**src/rtl/pss_pkg.sv**
```systemverilog
package pss_pkg;
  localparam int P_W    = 12;          // main counter width
  localparam int A_W    = 5;           // swallow counter width
  localparam int PRE_W  = A_W;         // prescaler base modulus is 2**PRE_W
  localparam int N_W    = P_W + A_W;   // direct-mode ratio width
  localparam int BUS_AW = 2;
  localparam int BUS_DW = 8;
  localparam int P_HI_W = P_W - BUS_DW;

  localparam logic [BUS_AW-1:0] ADDR_P_LO = 2'd0;
  localparam logic [BUS_AW-1:0] ADDR_P_HI = 2'd1;
  localparam logic [BUS_AW-1:0] ADDR_A_MD = 2'd2;
  localparam logic [BUS_AW-1:0] ADDR_XFER = 2'd3;
  localparam int MODE_BIT = BUS_DW - 1;

  typedef enum logic {
    MODE_DIRECT    = 1'b0,
    MODE_PRESCALED = 1'b1
  } div_mode_e;

  typedef struct packed {
    div_mode_e        mode;
    logic [P_W-1:0]   p;
    logic [A_W-1:0]   a;
  } div_cfg_t;

  function automatic logic cfg_bad(input div_cfg_t c);
    logic [P_W-1:0] a_ext;
    logic [N_W-1:0] n_dir;
    a_ext = {{(P_W-A_W){1'b0}}, c.a};
    n_dir = {c.p, c.a};
    if (c.mode == MODE_PRESCALED)
      return (c.p == '0) || (c.p < a_ext);
    else
      return n_dir < N_W'(2);
  endfunction
endpackage

```
**src/rtl/pss_cfg_stage.sv**
```systemverilog
module pss_cfg_stage
  import pss_pkg::*;
(
  input  logic              clk,
  input  logic              rst,
  input  logic              bus_we,
  input  logic [BUS_AW-1:0] bus_addr,
  input  logic [BUS_DW-1:0] bus_wdata,
  input  logic              boundary,
  output div_cfg_t          active_cfg,
  output div_cfg_t          load_cfg,
  output logic              pend_valid,
  output logic              commit
);
  div_cfg_t staged_cfg, pend_cfg, new_cfg;
  logic     apply;
  logic     unused_wdata;

  assign unused_wdata = ^bus_wdata[MODE_BIT-1:A_W];

  assign commit  = bus_we && (bus_addr == ADDR_XFER) && bus_wdata[0];
  assign apply   = boundary && (commit || pend_valid);
  // a transfer on the boundary edge bypasses the pending slot
  assign new_cfg = commit ? staged_cfg : pend_cfg;
  assign load_cfg = apply ? new_cfg : active_cfg;

  always_ff @(posedge clk) begin
    if (rst) begin
      staged_cfg <= '{mode: MODE_DIRECT, p: '0, a: '0};
    end else if (bus_we) begin
      unique case (bus_addr)
        ADDR_P_LO: staged_cfg.p[BUS_DW-1:0] <= bus_wdata;
        ADDR_P_HI: staged_cfg.p[P_W-1:BUS_DW] <= bus_wdata[P_HI_W-1:0];
        ADDR_A_MD: begin
          staged_cfg.a    <= bus_wdata[A_W-1:0];
          staged_cfg.mode <= div_mode_e'(bus_wdata[MODE_BIT]);
        end
        default: ;
      endcase
    end
  end

  always_ff @(posedge clk) begin
    if (rst) begin
      active_cfg <= '{mode: MODE_DIRECT, p: '0, a: '0};
      pend_cfg   <= '{mode: MODE_DIRECT, p: '0, a: '0};
      pend_valid <= 1'b0;
    end else begin
      active_cfg <= load_cfg;
      if (apply) begin
        pend_valid <= 1'b0;
      end else if (commit) begin
        pend_cfg   <= staged_cfg;
        pend_valid <= 1'b1;
      end
    end
  end
endmodule

```
**src/rtl/pss_prescaler.sv**
```systemverilog
module pss_prescaler
  import pss_pkg::*;
(
  input  logic clk,
  input  logic rst,
  input  logic load,
  input  logic long_next,
  output logic tick
);
  localparam int CW = PRE_W + 1;
  localparam logic [CW-1:0] LONG_LOAD  = {1'b1, {PRE_W{1'b0}}};
  localparam logic [CW-1:0] SHORT_LOAD = {1'b0, {PRE_W{1'b1}}};

  logic [CW-1:0] cnt;

  assign tick = (cnt == '0);

  always_ff @(posedge clk) begin
    if (rst)
      cnt <= SHORT_LOAD;
    else if (load || tick)
      cnt <= long_next ? LONG_LOAD : SHORT_LOAD;
    else
      cnt <= cnt - 1'b1;
  end
endmodule

```
**src/rtl/pss_prog_counter.sv**
```systemverilog
module pss_prog_counter
  import pss_pkg::*;
(
  input  logic           clk,
  input  logic           rst,
  input  logic           load,
  input  logic [P_W-1:0] load_p,
  input  logic [A_W-1:0] load_a,
  input  logic           tick,
  output logic           terminal,
  output logic           long_next
);
  logic [P_W-1:0] p_rem;
  logic [A_W-1:0] a_rem;

  assign terminal  = tick && (p_rem == P_W'(1));
  // next prescaler period is long while swallow pulses remain
  assign long_next = load ? (load_a != '0) : (a_rem > A_W'(1));

  always_ff @(posedge clk) begin
    if (rst) begin
      p_rem <= '0;
      a_rem <= '0;
    end else if (load) begin
      p_rem <= load_p;
      a_rem <= load_a;
    end else if (tick) begin
      p_rem <= p_rem - 1'b1;
      if (a_rem != '0) a_rem <= a_rem - 1'b1;
    end
  end
endmodule

```
**src/rtl/pss_direct_counter.sv**
```systemverilog
module pss_direct_counter
  import pss_pkg::*;
(
  input  logic           clk,
  input  logic           rst,
  input  logic           load,
  input  logic [N_W-1:0] load_n,
  output logic           terminal
);
  logic [N_W-1:0] cnt;

  assign terminal = (cnt == '0);

  always_ff @(posedge clk) begin
    if (rst)
      cnt <= '0;
    else if (load)
      cnt <= load_n - 1'b1;
    else
      cnt <= cnt - 1'b1;
  end
endmodule

```
**src/rtl/pss_divider.sv**
```systemverilog
module pss_divider
  import pss_pkg::*;
(
  input  logic              fin_clk,
  input  logic              rst,
  input  logic              bus_we,
  input  logic [BUS_AW-1:0] bus_addr,
  input  logic [BUS_DW-1:0] bus_wdata,
  output logic              div_pulse,
  output logic              cfg_err
);
  div_cfg_t active_cfg, load_cfg;
  logic     boundary, pend_valid, commit;
  logic     pre_tick, long_next, ps_term, dir_term, term, bad;

  assign bad      = cfg_bad(active_cfg);
  assign term     = (active_cfg.mode == MODE_PRESCALED) ? ps_term : dir_term;
  assign boundary = term || bad;
  assign cfg_err  = bad;

  pss_cfg_stage u_stage (
    .clk        (fin_clk),
    .rst        (rst),
    .bus_we     (bus_we),
    .bus_addr   (bus_addr),
    .bus_wdata  (bus_wdata),
    .boundary   (boundary),
    .active_cfg (active_cfg),
    .load_cfg   (load_cfg),
    .pend_valid (pend_valid),
    .commit     (commit)
  );

  pss_prescaler u_pre (
    .clk       (fin_clk),
    .rst       (rst),
    .load      (boundary),
    .long_next (long_next),
    .tick      (pre_tick)
  );

  pss_prog_counter u_prog (
    .clk       (fin_clk),
    .rst       (rst),
    .load      (boundary),
    .load_p    (load_cfg.p),
    .load_a    (load_cfg.a),
    .tick      (pre_tick),
    .terminal  (ps_term),
    .long_next (long_next)
  );

  pss_direct_counter u_dir (
    .clk      (fin_clk),
    .rst      (rst),
    .load     (boundary),
    .load_n   ({load_cfg.p, load_cfg.a}),
    .terminal (dir_term)
  );

  always_ff @(posedge fin_clk) begin
    if (rst) div_pulse <= 1'b0;
    else     div_pulse <= term && !bad;
  end
endmodule

```
**config.mk**
```make
export PLATFORM = sky130hd
export DESIGN_NAME = pss_divider
export DESIGN_NICKNAME = d
export VERILOG_FILES = /design/src/rtl/pss_pkg.sv /design/src/rtl/pss_cfg_stage.sv /design/src/rtl/pss_prescaler.sv /design/src/rtl/pss_prog_counter.sv /design/src/rtl/pss_direct_counter.sv /design/src/rtl/pss_divider.sv
export SDC_FILE = /design/constraint.sdc
export NUM_CORES = 1
export LEC_CHECK = 0
export ABC_AREA = 0
export BUFFER_PORTS_ARGS = -buffer_cell sky130_fd_sc_hd__buf_2
export CAP_MARGIN = 20
export CORE_ASPECT_RATIO = 0.6
export CORE_MARGIN = 3
export CORE_UTILIZATION = 30
export CTS_CLUSTER_SIZE = 28
export DETAILED_ROUTE_END_ITERATION = 8
export PLACE_DENSITY = 0.42
export SLEW_MARGIN = 0
export SYNTH_ARGS = -nofsm -noshare
export SYNTH_HDL_FRONTEND = slang
export SYNTH_SLANG_ARGS = --single-unit
```
**constraint.sdc**
```tcl
create_clock -name fin_clk -period 5.07 [get_ports fin_clk]
set_input_delay 0.507 -clock fin_clk [delete_from_list [all_inputs] [get_ports fin_clk]]
set_output_delay 0.507 -clock fin_clk [all_outputs]
set_load 0.01 [all_outputs]
```
Word-level counts from Yosys, hierarchy flattened
Cells that the tools add are included.

storage, ports and cells
  register bits after elaboration = 96
  bits of input ports = 13
  output and inout bits = 2

operators by class
  $add $sub $neg = 5
  order comparisons = 3
  equality and inequality tests = 4
  mux-type cells = 13
  reductions and logical operators = 23

operators by type and width
  cell                   number
  $mux 17                2
  $sub 17x1->17 const B  2
  $mux 12                2
  $mux 18                1
  $logic_not 17->1       1
  $lt 17x2->1 const B    1
  $mux 5                 3
  $eq 12x1->1 const B    1
  $logic_not 12->1       1
  $lt 12x5->1            1
  $mux 6                 2
  $sub 12x1->12 const B  1
  $reduce_bool 5->1      2
  $reduce_and 2->1       4
  $logic_not 6->1        1
  $sub 6x1->6 const B    1
  $gt 5x1->1 const B     1
  $logic_and 1x1->1      5
  $sub 5x1->5 const B    1
  $eq 2x2->1 const B     2
  $logic_or 1x1->1       4
  $reduce_bool 2->1      2
  $mux 1                 3
  $eq 2x1->1 const B     1
  3 further kinds        3

Longest topological paths before layout
  word-level depth = 10
  depth in mapped cells = 18
  depth with buffers taken out = 16

Cells and area by module
From an unflattened synthesis, not the netlist that was laid out.

unflattened totals
  cells, all modules = 587
  area total of the unflattened synthesis = 5,286.3 µm²

modules (own cells, without submodules)
  module              times used  cells each  area an instance (µm²)  seq. area each (µm²)
  pss_cfg_stage       1           273         2,570.0                 1,101.1
  pss_direct_counter  1           131         1,178.6                 340.3
  pss_prog_counter    1           121         984.7                   340.3
  pss_prescaler       1           36          346.6                   120.1
  pss_divider         1           26          206.4                   20.0

Worst setup path before layout
OpenSTA, ideal clock, no wires.

  kind = register to register
  start = register u_pre.cnt[0]
  end = register u_dir.cnt[14]
  library setup time = 0.121 ns
  data arrival time = 3.987 ns
  required time = 4.949 ns
  setup slack = 0.961 ns
  stages on the path, launching flop included = 16
  buffers on the path = 2
  cells stage by stage = dfxtp_1 > inv_1 > ha_1 > or3b_2 > or4_4 > nor4_4 > nor3_1 > clkbuf_1 > buf_1 > a21boi_0 > ha_1 > and3_1 > o311ai_0 > a22oi_4 > o21ai_2 > mux2_4

on the way
  cells in the longest elaborated chain, start to end = 8

ends and longest elaborated chain
  what                      line                      source
  start: declaration        pss_prescaler.sv:14       logic [CW-1:0] cnt;
  start signal: assignment  pss_prescaler.sv:22       cnt <= long_next ? LONG_LOAD : SHORT_LOAD;
  start signal: assignment  pss_prescaler.sv:24       cnt <= cnt - 1'b1;
  $logic_not 6->1 *         pss_prescaler.sv:16       assign tick = (cnt == '0);
  $logic_and 1x1->1 *       pss_prog_counter.sv:16    assign terminal = tick && (p_rem == P_W'(1));
  $mux 1 *                  pss_divider.sv:17         assign term = (active_cfg.mode == MODE_PRESCALED) ? ps_term : dir_term;
  $logic_or 1x1->1 *        pss_divider.sv:18         assign boundary = term || bad;
  $logic_and 1x1->1         pss_cfg_stage.sv:22       assign apply = boundary && (commit || pend_valid);
  $mux 17                   pss_cfg_stage.sv:25       assign load_cfg = apply ? new_cfg : active_cfg;
  $sub 17x1->17             pss_direct_counter.sv:18  cnt <= load_n - 1'b1;
  $mux 17 *                 pss_direct_counter.sv:17  else if (load)
  end signal: assignment    pss_direct_counter.sv:18
  end signal: assignment    pss_direct_counter.sv:20  cnt <= cnt - 1'b1;
  end: declaration          pss_direct_counter.sv:10  logic [N_W-1:0] cnt;

Mark *: on every way between the ends. The rest lies on a longest branch, timed or not.
A chain may end at the register's enable or synchronous reset.

Worst setup path after layout
Same ends and word-level chain as after synthesis.

==> results.yml <==
logic_synthesis:
  synth_flop_cell: "dfxtp_1"
  synthTopCellsByArea: "dfxtp_1 37%, mux2i_1 10%, nor2_1 7.0%"
  yosys_warnings: 0
  syn-instance-count: 609
  synthesis.area_sq_um: 5230
  ys_ff_latch: 96
  ys_types: 65
  syn_area_per_cell_sq_um: 8.58
  synth_seq_area_share_pct: 36.8
  synth_top_cell_area_share_pct: 36.8
  synth_fp_nets: 633
  yosys.area.top_type: "dfxtp_1"
  async_flop_share_pct: 0
  synth_edf_count: 0
route:
  first_pass_iters: 4
  totalWireLength_microns: 15100
  drc: 0
  vias_per_cell: 5.24
  avgRoutedWirePerCell_microns: 17.9
  drt-initial-drc-count: 359
  num_vias: 4422
  final_antenna_net_count: 0
global_routing:
  grt_pass1_vias: 4126
  grt_use_met3_pct: 2.95
  met1_usage_pct: 26.6
  grt_pass1_wl_microns: 24000
  grt_busiest_layer: "met1"
  antenna_found_initial: 0
  grtUsageMet2_pct: 21.6
  overflow: 0
  grt_max_degree: 44
  track_usage_pct: 16.3
floorplan:
  fp.dieW_microns: 176
  rows: 36
  start_util_pct: 31.4
  die_area_sq_um: 19100
  dieHeight_microns: 108
  core-area_sq_um: 16600
  io_pins: 15
clock_tree:
  cts_resized: 0
  numCtsBuffers: 9
  postCtsSetupBuffers: 0
  clockBufferDepth: 2
  clock-sinks: 96
  ctsHoldBuffers: 0
  worst_skew_pair.late_latency_ns: 0.36
  clk_pin_slew_ns: 0.09
  cts_htree_levels: 3
  cts_tree: "done"
  cts_root_buf: "clkbuf_16"
sta:
  hold_ws_ns: 0.401
  slew_headroom_pct: 30.5
  hold_violations: 0
  finalCritPeriodShare_pct: 82.8
  setup_viol: 0
  final_max_slew_viol_count: 0
  period_minus_slack_ns: 4.20
  worstMarginPinSlew_ns: 1.04
  max_clock_freq_mhz: 238
  fin_skew_ns: 0.0180
  rsz0062_at_grt: "no"
  fin_tns_setup_ns: 0
finish:
  fin_area_sq_um: 5810
  final_nets: 635
  syn2layout_area_growth_pct: 11.1
  layout_commonest_cell: "nor2_1"
  drive_gt1_share_pct: 11.4
  antenna_cells: 0
  final_cell_mix: "97 x nor2_1, 96 x dfxtp_1, 67 x nand2_1"
power_and_ir_drop:
  peakVddDrop_mv: 0.351
  powerDensity_nw_per_um2: 666
  p_leak_nw: 2.01
worst_setup_path:
  cp_data_arrival_time_ns: 4.44
  crit_path_max_fanout: 8
  max_stage_delay_ns: 0.50
  worstSetupStartpointType: "register"
  cpMostUsedCell: "ha_1"
  path_class: "reg -> reg"
  crit_path_cell_trace: "inv_1 > ha_1 > or3b_2 > or4_4 > nor4_4 > nor3_2 > buf_4 > a21oi_1 > ha_1 > and3_1 > o311ai_0 > a22oi_4 > o21ai_2 > mux2_4"
  cp-end-kind: "register"
  worst-endpoint-required_ns: 5.31
  slowest_stage: "or3b_2"
place:
  io_buffers: 14
  placed_cell_area_sq_um: 5490
  hpwl_microns: 10800
  gp_congestion: 0.844
outcome:
  outcome: "finished, final reports clean"
flow_run:
  max-cap-violations: 0
worst_hold_path:
  min_path_type: "in -> reg"
==> per-layer routing <==
layer	part of all wire (%)	vias up	wire length, microns
met5	0	-	0
met4	0.76	0	114
met3	4.4	12	662
met2	38	87	5760
met1	57	2128	8560
li1	-	2195	-
==> final cells by class <==
type	count	area [sq um]
clock buffers	9	225
multi-input cells	464	3070
repair buffers	27	168
well taps	228	285
inverters	13	48.8
flip-flops and latches	96	1920
fillers	1720	10800
clock inverters	7	86.3
==> state kept, by name (all words and copies together) (netlist names) <==
signal	flops
u_stage.active_cfg	18
u_dir.cnt	17
u_pre.cnt	6
u_stage.pend_cfg	18
u_stage.pend_valid	1
u_prog.p_rem	12
div_pulse	1
u_prog.a_rem	5
u_stage.staged_cfg	18
==> Yosys cell counts, drive strengths merged, types with 9 or more instances <==
master	n
ha	11
clkbuf	22
dfxtp	96
inv	12
nand4	10
a211oi	13
xnor2	18
buf	14
a311oi	18
xor2	9
mux2i	54
nor4	13
nor3	22
a21oi	25
nand2	68
nor2	98
o21ai	21
==> critical path, delay by kind of cell (launching register included) <==
family	cells	cell delay (ns)
simple gates	5	1.77
compound gates	4	0.99
fa+ha+maj	2	0.49
flops	1	0.32
mux	1	0.30
buf+inv	2	0.22
==> path summary, 6_finish.rpt <==
kind	cells after the start	from	slack, ns	endpoint
worst min register to register	2	u_stage.staged_cfg[17]	0.48	u_stage.pend_cfg[17]
worst max register to register	14	u_pre.cnt[0]	0.87	u_dir.cnt[14]
worst max-delay path	14	u_pre.cnt[0]	0.87	u_dir.cnt[14]
worst min-delay path	3	bus_wdata[7]	0.40	u_stage.staged_cfg[17]
==> through the flow <==
stage	utilization [%]	cells	setup WS, ns	power, W
2_1_floorplan	-	609	0.961	0.00268
3_3_place_gp	33.1	828	1.01	0.00314
3_5_place_dp	33.1	828	0.947	0.00316
4_1_cts	34.9	844	0.939	0.00388
5_1_grt	34.9	844	0.653	0.00417
6_report	34.9	844	0.870	0.00387
==> where the power goes <==
part | switching [W] | total [W] | internal, W
Combinational | 0.00130 | 0.00213 | 0.000829
Sequential | 0.000131 | 0.00103 | 0.000897
Clock | 0.000354 | 0.000708 | 0.000353
Total | 0.00179 | 0.00387 | 0.00208
==> kinds of logic after synthesis <==
family	synth area share, %
xor gates and xnor gates	4.53
muxes	12.0
DFF	36.8
and+or+nand+nor	22.2
adders and majority gates	2.63
AOI/OAI and AO/OA	17.2
buffers and inverters	4.65
(Power assumes the default switching activity.)
